File: config.mk
export PLATFORM = sky130hd
export DESIGN_NAME = coinc_pattern_reg
export DESIGN_NICKNAME = d
export VERILOG_FILES = /design/src/rtl/coinc_pkg.sv /design/src/rtl/coinc_cmd_decode.sv /design/src/rtl/coinc_pattern_store.sv /design/src/rtl/coinc_mult_count.sv /design/src/rtl/coinc_pattern_reg.sv
export SDC_FILE = /design/constraint.sdc
export NUM_CORES = 1
export LEC_CHECK = 0
export BUFFER_PORTS_ARGS = -buffer_cell sky130_fd_sc_hd__buf_2
export CORE_MARGIN = 1
export CORE_UTILIZATION = 51
export CTS_BUF_LIST = sky130_fd_sc_hd__clkbuf_2
export CTS_CLUSTER_SIZE = 20
export DETAILED_ROUTE_END_ITERATION = 6
export PLACE_DENSITY_LB_ADDON = 0.25
export SYNTH_ARGS = -nofsm -noshare
export SYNTH_HDL_FRONTEND = slang
export SYNTH_SLANG_ARGS = --single-unit
File: constraint.sdc
create_clock -name clk -period 3.79 [get_ports clk]
set_input_delay 0.1895 -clock clk [delete_from_list [all_inputs] [get_ports clk]]
set_output_delay 0.1895 -clock clk [all_outputs]
set_load 0.02 [all_outputs]
File: src/rtl/coinc_pkg.sv
// Shared constants for the coincidence pattern register.
// Assumes: function codes and the sub-address are plain binary values.
package coinc_pkg;
    localparam int unsigned FUNC_W = 5;
    localparam int unsigned ADDR_W = 4;
    localparam logic [FUNC_W-1:0] FN_READ     = 5'd0;
    localparam logic [FUNC_W-1:0] FN_READ_CLR = 5'd2;
    localparam logic [FUNC_W-1:0] FN_CLEAR    = 5'd9;
    localparam logic [FUNC_W-1:0] FN_FILL     = 5'd25;
endpackage

File: src/rtl/coinc_cmd_decode.sv
// Decodes dataway commands into read enable, clear and fill requests and Q/X.
// Assumes: inputs are synchronous; s2 marks the action edge of a command.
module coinc_cmd_decode
    import coinc_pkg::*;
(
    input  logic              clk,
    input  logic              rst_n,
    input  logic              sel,
    input  logic [ADDR_W-1:0] addr,
    input  logic [FUNC_W-1:0] func,
    input  logic              s2,
    input  logic              dw_z,
    input  logic              dw_c,
    input  logic              fast_clr,
    output logic              rd_en,
    output logic              clr_req,
    output logic              fill_req,
    output logic              q,
    output logic              x
);
    logic hit;
    logic is_rd, is_rdc, is_clr, is_fill;

    // Station and sub-address qualify every command.
    always_comb begin
        hit     = sel && (addr == '0);
        is_rd   = hit && (func == FN_READ);
        is_rdc  = hit && (func == FN_READ_CLR);
        is_clr  = hit && (func == FN_CLEAR);
        is_fill = hit && (func == FN_FILL);
    end

    // Responses and action requests.
    always_comb begin
        rd_en    = is_rd || is_rdc;
        q        = is_rd || is_clr || is_fill;
        x        = is_rd || is_rdc || is_clr || is_fill;
        clr_req  = fast_clr || (s2 && (dw_z || dw_c || is_rdc || is_clr));
        fill_req = s2 && is_fill;
    end

    AST_Q_NEEDS_X: assert property (@(posedge clk) disable iff (!rst_n)
        q |-> x);
    AST_DW_CLEAR_ON_S2: assert property (@(posedge clk) disable iff (!rst_n)
        (clr_req && !fast_clr) |-> s2);
endmodule

File: src/rtl/coinc_pattern_store.sv
// Holds the set-only channel pattern.
// Assumes: a clear beats a fill, and a fill beats a coincidence set.
module coinc_pattern_store #(
    parameter int unsigned CH_N = 16
) (
    input  logic            clk,
    input  logic            rst_n,
    input  logic [CH_N-1:0] chan_in,
    input  logic            gate,
    input  logic            inh,
    input  logic            clr_req,
    input  logic            fill_req,
    output logic [CH_N-1:0] pattern
);
    logic [CH_N-1:0] hits;

    // A coincidence needs an open gate that is not inhibited.
    always_comb hits = (gate && !inh) ? chan_in : '0;

    // Pattern update with clear priority.
    always_ff @(posedge clk) begin
        if (!rst_n || clr_req) pattern <= '0;
        else if (fill_req)     pattern <= '1;
        else                   pattern <= pattern | hits;
    end

    AST_CLEAR_EMPTIES: assert property (@(posedge clk) disable iff (!rst_n)
        clr_req |=> (pattern == '0));
    AST_SET_ONLY: assert property (@(posedge clk) disable iff (!rst_n)
        !clr_req |=> ((pattern & $past(pattern)) == $past(pattern)));
    AST_FILL_ALL: assert property (@(posedge clk) disable iff (!rst_n)
        (fill_req && !clr_req) |=> (&pattern));
    AST_INHIBIT_HOLDS: assert property (@(posedge clk) disable iff (!rst_n)
        (inh && !fill_req && !clr_req) |=> $stable(pattern));
endmodule

File: src/rtl/coinc_mult_count.sv
// Counts set bits per group of channels.
// Assumes: CH_N is a whole multiple of GRP_W.
module coinc_mult_count #(
    parameter int unsigned CH_N  = 16,
    parameter int unsigned GRP_W = 8,
    localparam int unsigned NGRP  = CH_N / GRP_W,
    localparam int unsigned CNT_W = $clog2(GRP_W + 1)
) (
    input  logic              clk,
    input  logic              rst_n,
    input  logic [CH_N-1:0]   pattern,
    output logic [NGRP*CNT_W-1:0] counts
);
    for (genvar g = 0; g < NGRP; g++) begin : g_grp
        logic [CNT_W-1:0] sum;
        // Population count of one group.
        always_comb begin
            sum = '0;
            for (int i = 0; i < GRP_W; i++)
                sum = sum + CNT_W'(pattern[g*GRP_W + i]);
        end
        assign counts[g*CNT_W +: CNT_W] = sum;

        AST_COUNT_RANGE: assert property (@(posedge clk) disable iff (!rst_n)
            sum <= CNT_W'(GRP_W));
    end
endmodule

File: src/rtl/coinc_pattern_reg.sv
// Top: a gated coincidence pattern register on a dataway with group multiplicity counts.
// Assumes: all inputs are synchronous to clk; s1 and s2 never overlap.
module coinc_pattern_reg
    import coinc_pkg::*;
#(
    parameter int unsigned CH_N  = 16,
    parameter int unsigned GRP_W = 8,
    localparam int unsigned CNT_W = $clog2(GRP_W + 1)
) (
    input  logic              clk,
    input  logic              rst_n,
    input  logic [CH_N-1:0]   chan_in,
    input  logic              gate,
    input  logic              fast_clr,
    input  logic              sel,
    input  logic [ADDR_W-1:0] addr,
    input  logic [FUNC_W-1:0] func,
    input  logic              s1,
    input  logic              s2,
    input  logic              dw_z,
    input  logic              dw_c,
    input  logic              inh,
    output logic [CH_N-1:0]   rd_data,
    output logic              q,
    output logic              x,
    output logic [CNT_W-1:0]  grp0_cnt,
    output logic [CNT_W-1:0]  grp1_cnt
);
    localparam int unsigned NGRP = CH_N / GRP_W;

    logic            rd_en, clr_req, fill_req;
    logic [CH_N-1:0] pattern;
    logic [NGRP*CNT_W-1:0] counts;

    coinc_cmd_decode u_dec (
        .clk(clk), .rst_n(rst_n), .sel(sel), .addr(addr), .func(func),
        .s2(s2), .dw_z(dw_z), .dw_c(dw_c), .fast_clr(fast_clr),
        .rd_en(rd_en), .clr_req(clr_req), .fill_req(fill_req), .q(q), .x(x)
    );

    coinc_pattern_store #(.CH_N(CH_N)) u_store (
        .clk(clk), .rst_n(rst_n), .chan_in(chan_in), .gate(gate), .inh(inh),
        .clr_req(clr_req), .fill_req(fill_req), .pattern(pattern)
    );

    coinc_mult_count #(.CH_N(CH_N), .GRP_W(GRP_W)) u_cnt (
        .clk(clk), .rst_n(rst_n), .pattern(pattern), .counts(counts)
    );

    // The read bus shows the pattern only while a read is decoded.
    always_comb rd_data = rd_en ? pattern : '0;

    // Group outputs.
    always_comb begin
        grp0_cnt = counts[0 +: CNT_W];
        grp1_cnt = counts[CNT_W +: CNT_W];
    end

    AST_READ_IDLE_ZERO: assert property (@(posedge clk) disable iff (!rst_n)
        !x |-> (rd_data == '0));
    AST_STROBES_APART: assert property (@(posedge clk) disable iff (!rst_n)
        !(s1 && s2));
endmodule

==> summary.txt, run 1 <==
Run status
  – Status: finished clean

Drt
  – Via count of the routed design: 1130
  – DRC violations left: 0
  – Count of TritonRoute iterations in the first routing pass: 4
  – DR vias/cell: 5.256
  – 1st-iter DRT viols: 23
  – ANT nets after route: 0
  – Total wire length: 2.633 mm
  – Routed len/inst: between 10 and 15 um

Power and ir drop
  – PnR Total Power: 0.2982 mW
  – Switching pwr: 0.08036 mW
  – Pwr dens: just under 200 nW/um2
  – Part of the total power dissipated in the clock network: 23.8%
  – Static Leak: around 0.7 nW
  – Relative contribution of sequential cells to total power: 57.9%
  – Fraction of power spent switching nets: 26.95%
  – Internal cell power: 0.2178 mW
  – Largest vdd supply drop: between 0.2 and 0.3 mV
  – Logic pwr share: 18.2%

Cells and area
  – Largest registers: u_store.pattern x16
  – Layout Nets: 238
  – FILL cells: between 200 and 250
  – Area growth from synthesis to layout: 24.16%
  – Sequential cell area in the final layout: 320.3 um2
  – # diodes: 0
  – Reg with most FFs: u_store.pattern
  – Final cell area excluding filler cells: 1518 um2
  – Flip-flop count of the largest register, all copies and words added: 16
  – Share of cells above drive strength 1: 42.25%
  – Combined area of the multi-input logic cells: roughly 760 um2

STA
  – Transition time of the tightest slew-check pin: 1.069 ns
  – # setup viols final: 0
  – Final period demand of the worst path: between 3 and 4 ns
  – Hold Vio Cnt, Final: 0
  – Worst setup margin: 0.5592 ns
  – Tightest hold margin: 0.2203 ns
  – Period utilisation layout: 85.24%
  – Skew final: 0 ns
  – RSZ-0062 raised after global routing: no
  – Setup TNS: 0 ns
  – Max Clock Freq: 309.5 MHz
  – Pins over their slew limit: 0
  – Headroom to the max-slew limit: 28.56%

Min path
  – Hold EP: u_store.pattern[1]
  – Number of cells on the worst hold path: 3
  – Hold crit path type: input pin to flip-flop
  – Worst hold path startpoint: chan_in[1]

Floorplan
  – Die extent in x: just over 50 um
  – Top Ports: between 60 and 70
  – Initial Utilization: between 50% and 60%
  – Die Y: a little over 50 um
  – Core outline area: 2233 um2
  – Area enclosed by the die boundary: roughly 2600 um2
  – FP Rows: 17

Logic synthesis
  – Synth warnings: 0
  – FFs w/ async S/R, synth: 0%
  – Post-synthesis cell area: 1222 um2
  – Synthesized area per cell: 9.261 um2
  – Number of cells produced by synthesis: approximately 130
  – Post-synth EDFFs: 0
  – Yosys cell types: 26
  – Sequential cell area fraction in the yosys report: 26.20%
  – Net count after synthesis: 181
  – Top_reg_cell synth: dfxtp_1
  – Yosys reg bits: 16

Worst setup path
  – Endpoint of the worst-slack reg-to-reg timing path: u_store.pattern[13]
  – WS Path Type: flip-flop to output pin
  – Number of cells traversed by the worst register-to-register path: 2
  – Data arrival time of the critical path: 3.04 ns
  – Nature of the critical path startpoint: flip-flop
  – Reg2reg start: u_store.pattern[13]
  – Worst Path Required: 3.60 ns
  – Maximum net fanout on the critical path: 3
  – Minimum setup slack among reg-to-reg paths: roughly 3.0 ns
  – Crit path capture type: output pin

Clocking
  – Hold-fix buffer count after cts: 0
  – Worst-path clk slew: 0.14 ns
  – Clk sinks: 16
  – Setup fix buffers added after clock tree synthesis: 0
  – Buffer cell driving the clock tree root: clkbuf_2
  – Clock tree from TritonCTS: done
  – CTS resizes: 0
  – H-tree levels: 1
  – Largest buffer count on any clock path: 2
  – Skew-Pair Late Insertion Delay: ~0.28 ns
  – CTS Buf Count: 3

Global route
  – GRT Resource Usage Total: 20.99%
  – Wire length of the first global-routing pass: 4.133 mm
  – Largest net degree at the start of global routing: 17
  – Remaining global-route overflow: 0
  – Number of global-route vias before repair: 972
  – Number of antenna violations at the first check in global routing: 0

Placement
  – Weighted congestion at the end of routability-driven global placement: 0.8303
  – Buffers added on ports: 59
  – Setup WS pre-CTS: just under 0.9 ns
  – Placement Cell Area: 1503 um2
  – DPL Wire Length: 2.137 mm

Run
  – Count of maximum capacitance violations: 0
==> cell families (layout without fill, tap and decap cells) <==
logic type	Yosys count	count (layout)	share of synthesized area [%]
adder cells (fa/ha/maj)	14	14	19.24
XOR/XNOR	2	2	1.433
buffers and inverters	30	85	11.46
AND/OR/NAND/NOR	32	32	17.91
flip-flops	16	16	26.20
AO/OA/AOI/OAI	38	38	23.75
==> per-stage QoR <==
step / utilization [%] / std cells
after detailed placement: 67.28 / 212
after floorplan: - / 132
after global routing: 67.96 / 215
after CTS: 67.96 / 215
after global placement: 67.28 / 212
final: 67.96 / 215
==> worst max-delay path: stages, from the launching register on <==
cell	delay (ns)
dfxtp_1	0.35
ha_1	0.29
inv_1	0.06
fa_1	0.43
fa_1	0.50
inv_1	0.05
fa_1	0.38
inv_1	0.08
fa_1	0.40
inv_1	0.07
buf_2	0.16
==> routing by layer <==
layer | routed length [um] | part of all wire, % | vias to the layer above | track usage [%]
met5 | 0 | 0 | - | 0
met4 | 0 | 0 | 0 | 4.167
met3 | 154 | 5.8 | 0 | 6.250
met2 | 1327 | 50 | 35 | 34.43
met1 | 1151 | 44 | 527 | 27.17
li1 | - | - | 568 | -
==> how the worst max path moves through the flow <==
stage	end	from
floorplan	grp0_cnt[1]	u_store.pattern[0]
global placement	grp0_cnt[1]	u_store.pattern[0]
detailed placement	grp1_cnt[1]	u_store.pattern[8]
CTS	grp1_cnt[1]	u_store.pattern[8]
global route	grp1_cnt[1]	u_store.pattern[8]
finish	grp1_cnt[1]	u_store.pattern[8]
==> cell usage in the layout, fill, tap and decap left out, drive strengths merged, types with 6 or more instances in the layout <==
cell and instances:
buf 60, a211oi 18, dfxtp 16, a21oi 19, and2 8, inv 22
fa 8, ha 6, nor3 9
==> area by class of cell <==
class,count,share of cell area [%]
sequential,16,21.10
multi-input combinational,86,50.21
tap,28,2.308
timing repair buffer,60,19.95
inverter,22,5.441
clock buffer,3,0.9893
==> synth_stat cells, types with 2 or more instances <==
cell	n	share of area, %
nor2b_1	3	1.5
and2_1	8	4.1
fa_1	8	13
ha_1	6	6.1
a21oi_1	19	7.8
a211oi_1	7	4.3
a211oi_2	11	11
nand3b_1	3	1.8
inv_1	22	6.8
dfxtp_1	16	26
xnor2_1	2	1.4
clkbuf_1	5	1.5
nor3_1	9	3.7
==> power by group through the flow <==
stage                     registers (mW)  clock network (mW)  logic, mW
after global routing               0.173              0.0835     0.0602
after CTS                          0.173              0.0732     0.0548
after detailed placement           0.176                   0     0.0545
final                              0.173              0.0710     0.0544
after floorplan                    0.176                   0     0.0310
after global placement             0.176                   0     0.0526
Power figures use the tool's default switching activity.
==> run 2, diff against run 1 <==
--- a/config.mk
+++ b/config.mk
@@ -11,7 +11,7 @@
 export CTS_BUF_LIST = sky130_fd_sc_hd__clkbuf_2
 export CTS_CLUSTER_SIZE = 20
 export DETAILED_ROUTE_END_ITERATION = 6
-export PLACE_DENSITY_LB_ADDON = 0.25
+export PLACE_DENSITY = 0.88
 export SYNTH_ARGS = -nofsm -noshare
 export SYNTH_HDL_FRONTEND = slang
 export SYNTH_SLANG_ARGS = --single-unit
==> run 2 against run 1 <==
Utilization unchanged; first-iteration DRC count fell by 17%; non-clock buffer count did not move; hold slack improved by 0.0048 ns; combinational power up 2%; via count up 4.6%; total power up 1.8%; count of clock-buffer cells in the layout is the same; critical path type unchanged; critical endpoint unchanged; largest cell class unchanged.
==> summary.txt, run 2 (synthesis gave the netlist of run 1 again) <==
Placement
  – Weighted congestion at the end of routability-driven global placement: 0.8340
  – Placement Cell Area: between 1500 and 2000 um2
  – Setup WS pre-CTS: 0.8644 ns
  – DPL Wire Length: 2.294 mm
  – Buffers added on ports: 59
  – Post-placement cell count: about 210

Worst setup path
  – Total number of cells along the worst setup path: 10
  – Crit path capture type: output pin
  – CP startpoint: u_store.pattern[8]
  – Nature of the critical path startpoint: flip-flop
  – Critical path buffers and inverters: 5
  – Crit path largest cell delay: 0.50 ns
  – WS Path Type: flip-flop to output pin
  – Master of the slowest instance on the critical path: fa_1
  – Number of cells traversed by the worst register-to-register path: 2
  – Chain of cells forming the critical path: ha_1, inv_1, fa_1, fa_1, inv_1, fa_1, inv_1, fa_1, inv_1, buf_2
  – Data arrival time of the critical path: 3.08 ns
  – Worst Path Required: 3.60 ns
  – Maximum net fanout on the critical path: 3
  – Crit path max-delay family: adder cells
  – CP Capture Point: grp1_cnt[1]
  – Endpoint of the worst-slack reg-to-reg timing path: u_store.pattern[1]
  – Reg2reg start: u_store.pattern[1]
  – Minimum setup slack among reg-to-reg paths: 2.98 ns

Power and ir drop
  – PnR Total Power: roughly 0.3 mW
  – Static Leak: 0.6989 nW
  – Pwr dens: 199.9 nW/um2
  – Largest vdd supply drop: 0.1650 mV

Global route
  – Number of antenna violations at the first check in global routing: 0
  – Wire length of the first global-routing pass: 4.836 mm
  – Remaining global-route overflow: 0
  – GRT Resource Usage Total: 24.78%
  – Largest net degree at the start of global routing: 17
  – Number of global-route vias before repair: 1177

Cells and area
  – End-of-flow core utilization: between 60% and 70%
  – Combined area of the multi-input logic cells: about 760 um2
  – FILL cells: ~200
  – # diodes: 0
  – Final cell area excluding filler cells: 1518 um2
  – Reg with most FFs: u_store.pattern
  – Leading cell types in the layout, fill and taps excluded: buf_2, inv_1, a21oi_1, dfxtp_1, a211oi_2
  – Share of cells above drive strength 1: 42.25%
  – Area growth from synthesis to layout: 24.16%
  – Flip-flop count of the largest register, all copies and words added: 16
  – Layout Nets: around 240
  – Largest registers: u_store.pattern x16
  – Most common library cell in the layout ignoring fill and taps: buf_2
  – Sequential cell area in the final layout: 320.3 um2
  – Non-filler cells in the finished layout: 215

STA
  – Final period demand of the worst path: 3.274 ns
  – Worst setup margin: 0.5159 ns
  – Transition time of the tightest slew-check pin: 1.105 ns
  – Headroom to the max-slew limit: a little over a quarter
  – Skew final: 0 ns
  – Pins over their slew limit: 0
  – Hold Vio Cnt, Final: 0
  – Setup TNS: 0 ns
  – # setup viols final: 0
  – RSZ-0062 raised after global routing: no
  – Period utilisation layout: 86.39%
  – Tightest hold margin: 0.2251 ns
  – Max Clock Freq: about 310 MHz

Drt
  – ANT nets after route: 0
  – 1st-iter DRT viols: 19
  – Total wire length: 2.901 mm
  – Via count of the routed design: 1182
  – Routed len/inst: 13.49 um
  – Count of TritonRoute iterations in the first routing pass: 4
  – DR vias/cell: 5.498
  – DRC violations left: 0

Clocking
  – Buffer cell driving the clock tree root: clkbuf_2
  – Hold-fix buffer count after cts: 0
  – H-tree levels: 1
  – CTS Buf Count: 3
  – Setup fix buffers added after clock tree synthesis: 0
  – Clock tree from TritonCTS: done
  – Skew-Pair Late Insertion Delay: 0.29 ns
  – Clk sinks: 16
  – Largest buffer count on any clock path: 2
  – Worst-path clk slew: 0.15 ns
  – CTS resizes: 0

Floorplan
  – FP Rows: 17
  – Area enclosed by the die boundary: 2597 um2
  – Core outline area: 2233 um2
  – Die extent in x: between 50 and 60 um
  – Initial Utilization: a little over half
  – Die Y: 50.96 um
  – Top Ports: 61

Run
  – Count of maximum capacitance violations: 0

Min path
  – Worst hold path startpoint: chan_in[13]
  – Hold crit path type: input pin to flip-flop

Run status
  – Status: finished clean
## run 2: routing by layer
layer  vias up  wire length (um)  track usage [%]
li1        570                 -                -
met1       561              1105            23.52
met2        45              1609            51.10
met3         6               140            3.869
met4         0                46            9.722
met5         -                 0                0
## run 2: area by class of cell
class	instances	area share [%]
Clock buffer	3	0.9893
Multi-Input combinational cell	86	50.21
Tap cell	28	2.308
Sequential cell	16	21.10
Timing Repair Buffer	60	19.95
Inverter	22	5.441
## run 2: worst min-delay path by stage
stage	to	slack, ns	cells past startpoint
2_1_floorplan	u_store.pattern[11]	0.41	2
3_3_place_gp	u_store.pattern[12]	0.53	2
3_5_place_dp	u_store.pattern[14]	0.53	2
4_1_cts	u_store.pattern[12]	0.22	3
5_1_grt	u_store.pattern[14]	0.22	3
6_report	u_store.pattern[13]	0.23	3
## run 2: tightest hold or removal path: stages
cell,delay (ns)
buf_2,0.10
a21oi_1,0.11
a211oi_1,0.07
## run 2: report_power, final
group	leakage [nW]	switching (mW)	internal (mW)	total [mW]
Combinational	0.557	0.0301	0.0255	0.0556
Sequential	0.129	0.00184	0.171	0.173
Clock	0.0125	0.0535	0.0216	0.0751
Total	0.699	0.0854	0.218	0.303
